**src/rtl/sem_bank.sv**
```systemverilog
module sem_bank #(
  parameter int NF = 8,
  localparam int IW = $clog2(NF)
) (
  input  logic          clk,
  input  logic          rst_n,
  input  logic          l_en,
  input  logic [IW-1:0] l_idx,
  input  logic          l_wr,
  input  logic          l_wd,
  output logic          l_rd,
  input  logic          r_en,
  input  logic [IW-1:0] r_idx,
  input  logic          r_wr,
  input  logic          r_wd,
  output logic          r_rd
);

  logic [NF-1:0] own_l, own_r, pend_l, pend_r;
  logic [NF-1:0] nx_own_l, nx_own_r, nx_pend_l, nx_pend_r;
  logic [NF-1:0] sel_l, sel_r, req_l, rel_l, req_r, rel_r;

  assign sel_l = NF'(1) << l_idx;
  assign sel_r = NF'(1) << r_idx;
  assign req_l = (l_en && l_wr && !l_wd) ? sel_l : '0;
  assign rel_l = (l_en && l_wr &&  l_wd) ? sel_l : '0;
  assign req_r = (r_en && r_wr && !r_wd) ? sel_r : '0;
  assign rel_r = (r_en && r_wr &&  r_wd) ? sel_r : '0;

  assign l_rd = l_en ? ~own_l[l_idx] : 1'b1;
  assign r_rd = r_en ? ~own_r[r_idx] : 1'b1;

  always_comb begin
    nx_own_l  = own_l;
    nx_own_r  = own_r;
    nx_pend_l = pend_l;
    nx_pend_r = pend_r;
    for (int i = 0; i < NF; i++) begin
      case ({own_l[i], own_r[i]})
        2'b00: begin
          if (req_l[i]) begin
            nx_own_l[i]  = 1'b1;
            nx_pend_r[i] = req_r[i];
            nx_pend_l[i] = 1'b0;
          end else if (req_r[i]) begin
            nx_own_r[i]  = 1'b1;
            nx_pend_l[i] = 1'b0;
            nx_pend_r[i] = 1'b0;
          end
        end
        2'b10: begin
          if (rel_l[i]) begin
            nx_own_l[i]  = 1'b0;
            nx_own_r[i]  = (pend_r[i] && !rel_r[i]) || req_r[i];
            nx_pend_r[i] = 1'b0;
          end else begin
            nx_pend_r[i] = (pend_r[i] || req_r[i]) && !rel_r[i];
          end
        end
        2'b01: begin
          if (rel_r[i]) begin
            nx_own_r[i]  = 1'b0;
            nx_own_l[i]  = (pend_l[i] && !rel_l[i]) || req_l[i];
            nx_pend_l[i] = 1'b0;
          end else begin
            nx_pend_l[i] = (pend_l[i] || req_l[i]) && !rel_l[i];
          end
        end
        default: ;
      endcase
    end
  end

  always_ff @(posedge clk) begin
    if (!rst_n) begin
      own_l  <= '0;
      own_r  <= '0;
      pend_l <= '0;
      pend_r <= '0;
    end else begin
      own_l  <= nx_own_l;
      own_r  <= nx_own_r;
      pend_l <= nx_pend_l;
      pend_r <= nx_pend_r;
    end
  end

endmodule

```
**config.mk**
```make
export PLATFORM = sky130hd
export DESIGN_NAME = sem_bank
export DESIGN_NICKNAME = d
export VERILOG_FILES = /design/src/rtl/sem_bank.sv
export SDC_FILE = /design/constraint.sdc
export NUM_CORES = 1
export LEC_CHECK = 0
export BUFFER_PORTS_ARGS = -buffer_cell sky130_fd_sc_hd__buf_2
export CAP_MARGIN = 20
export CORE_UTILIZATION = 32
export CTS_BUF_LIST = sky130_fd_sc_hd__clkbuf_8
export CTS_CLUSTER_SIZE = 25
export DETAILED_ROUTE_END_ITERATION = 8
export PLACE_DENSITY = 0.52
export SLEW_MARGIN = 5
export SYNTH_ARGS = -nofsm -noshare
export SYNTH_HDL_FRONTEND = slang
export SYNTH_SLANG_ARGS = --single-unit
```
**constraint.sdc**
```tcl
create_clock -name clk -period 1.1 [get_ports clk]
set_input_delay 0.055 -clock clk [delete_from_list [all_inputs] [get_ports clk]]
set_output_delay 0.055 -clock clk [all_outputs]
set_load 0.05 [all_outputs]
```
==> qor.csv <==
stage,metric,value,unit
run,Max-cap violations,0,
global_route,largest net degree at the start of global routing,23,
clock_network,H-tree depth,2,
floorplan,DIE HEIGHT,87.1,um
global_route,first-pass GRT wire length,12.5,mm
synthesis,synthesized area,0.00232,sq mm
placement,DPL Wire Length,5.80,mm
global_route,global router's overall resource usage,21.7,%
setup_path,r2r startpoint,own_l[7],
floorplan,Initial Util,33.5,%
layout,layout cells sized above 1,40.1,%
sta,Final Cycle Share,151,%
routing,Post-DRT Antenna Nets,0,
power_and_ir_drop,Pwr Density,873,mW/mm^2
synthesis,Syn Inst Count,295,
layout,Final nets,382,
status,failing checks,negative setup slack,
power_and_ir_drop,leakage,1.29,nW
placement,Routability Congestion,0.869,
layout,Antenna Cells,0,
global_route,initial antenna violation count,0,
setup_path,highest-delay cell along the critical path,mux4_2,
sta,Least-Margin Pin Slew,0.337,ns
setup_path,critical path endpoint category,primary output,
sta,Tmin final,1.66,ns
sta,worst slew margin relative to its limit,77.2,%
synthesis,post-synth net total,309,
floorplan,row count,30,
setup_path,crit path from,own_l[3],
clock_network,clock tree from TritonCTS,built,
routing,initial DRC count,222,
clock_network,root buffer cell,clkbuf_8,
sta,Max Clk Rate,603,MHz
setup_path,CP max stage delay,0.46,ns
setup_path,"critical path fanouts, max",2,
routing,average vias per placed instance,5.60,
layout,register area,653,sq um
clock_network,Clock Pin Slew Worst Setup and Hold Paths,0.07,ns
global_route,GRT overflow,0,
layout,fill count,681,
layout,post-layout util,48.4,%
routing,Pre-antenna DRT Iters,4,
status,outcome,finished with violations,
synthesis,Mean Syn Cell Area,7.85,sq um
placement,Port Buf Inserts,15,
worst_hold_path,hold path startpoint,rst_n,
synthesis,"EDFF count, synth",0,
layout,most frequent cells in the layout,"63 x buf_4, 25 x nand2_1, 22 x nor2_1, 22 x dfxtp_1, 17 x a21oi_1",
sta,RSZ-0062 raised after global routing,yes,
synthesis,Yosys cell types,42,
synthesis,sequential area share after synthesis,27.7,%
sta,final worst-path setup slack,-0.558,ns
sta,hold violation count in the final report,0,
setup_path,r2r setup slk,0.05,ns
power_and_ir_drop,post-route total power,2.92,mW
clock_network,Clock Latency Late Sink,0.30,ns
synthesis,Area contributors post-synth,"dfxtp_1 28%, nand2_1 5.5%, nor2_1 4.9%, o211ai_1 4.5%, a21oi_1 3.7%",
setup_path,Worst EP arrival,1.60,ns
routing,routed wire length,7.61,mm
setup_path,Worst Setup Start Kind,flip-flop,
synthesis,ys async rst share,0,%
clock_network,TritonCTS Sinks,32,
routing,routed len/inst,16.4,um
layout,"commonest non-fill, non-tap cell in the layout",buf_4,
clock_network,number of buffers created by CTS,5,
setup_path,crit path cell chain,mux4_2 -> mux2_4 -> nand2_8 -> buf_8,
synthesis,Yosys top cell area share,27.7,%
setup_path,CP Data Required Time,1.04,ns
routing,via count,2603,
sta,max-slew violations,0,
sta,final setup vio count,2,
clock_network,Clock Path Buffers,2,
floorplan,core area,0.00691,sq mm
synthesis,synthesis-stage register bit count,32,
power_and_ir_drop,worst vdd ir,387,uV
floorplan,# IOs,16,
global_route,vias in the first global route,2511,
synthesis,"Primary FF master, synth",dfxtp_1,
synthesis,Yosys Warn Count,0,
synthesis,"area leader, netlist",dfxtp_1,
layout,area of the multi-input gates,0.00173,sq mm
setup_path,crit path kind,flip-flop to primary output,
sta,Fin Clk Skew,0.00440,ns
floorplan,Die Wd,87.1,um
routing,final routed DRC violation total,0,
floorplan,die area,0.00758,sq mm
layout,Area growth syn-to-layout,44.2,%
worst_hold_path,Hold Crit Class,input port to flip-flop,
## cell type report
cell class,instances,area share (%)
Clock inverter,1,0.899
Multi-Input combinational cell,234,51.9
Sequential cell,32,19.6
Inverter,11,1.31
Clock buffer,7,2.88
Tap cell,96,3.60
Timing Repair Buffer,84,19.9
## stage by stage
stage / hold slack (ns) / setup TNS [ns] / instances / worst slack [ns] / area (sq um)
floorplan: 0.180 / -0.472 / 295 / -0.240 / 2400
global placement: 0.449 / -7.64 / 457 / -0.355 / 3040
detailed placement: 0.448 / -7.48 / 457 / -0.350 / 3040
CTS: 0.137 / -1.10 / 467 / -0.561 / 3250
global route: 0.169 / -1.17 / 465 / -0.593 / 3340
finish: 0.132 / -1.09 / 465 / -0.558 / 3340
## metal layers
metal | up-vias | track usage [%] | part of all wire, %
met4 | 0 | 6.82 | 1.0
met5 | - | 0 | 0
met3 | 10 | 2.84 | 4.1
met2 | 53 | 37.7 | 48
li1 | 1288 | - | -
met1 | 1252 | 27.9 | 47
## state kept, by name, indices dropped and copies added (netlist names)
name,cells
own_l,8
own_r,8
pend_l,8
pend_r,8
## cells in the mapped netlist, drive strengths merged (6+ instances only)
master and instances:
nand2 34, a21oi 17, o2111ai 8, inv 11
buf 11, a2bb2oi 7, o211ai 14, xnor2 8
dfxtp 32, nor2 30, o311a 8, a221oi 7
o22ai 8, nand3 6, o211a 6, a31oi 12
nor2b 10, o21ai 8, or3 8, nor3 8
clkbuf 7
## timing repair
action | in CTS | in global routing
endpoints found under the setup margin | 6 | 28
cloned | 0 | 0
buffers inserted | 2 | 1
pin swaps | 4 | 8
resized for setup | 24 | 30
hold buffers | 0 | 0
## power breakdown
group	internal (mW)	switching (mW)
Clock	0.800	0.494
Combinational	0.200	0.247
Sequential	1.17	0.00638
## cells by family (layout without fill, tap and decap cells)
kind of cell	Yosys count	in the layout	synth area share [%]
mux	6	6	5.02
compound gates	107	107	33.8
xor+xnor	8	8	3.03
flops	32	32	27.7
buf+inv	29	103	5.56
simple gates	113	113	25.0
## worst paths after layout
kind          endpoint  depth (start not counted)
max               l_rd                          4
min           own_l[6]                          3
max reg2reg   own_l[7]                          3
min reg2reg  pend_l[6]                          2
## worst max-delay path, delay by kind of cell (launching register included)
kind	cells	cell delay [ns]
buffers and inverters	1	0.13
DFF	1	0.33
muxes	2	0.78
and+or+nand+nor	1	0.06
(Power assumes the default switching activity.)
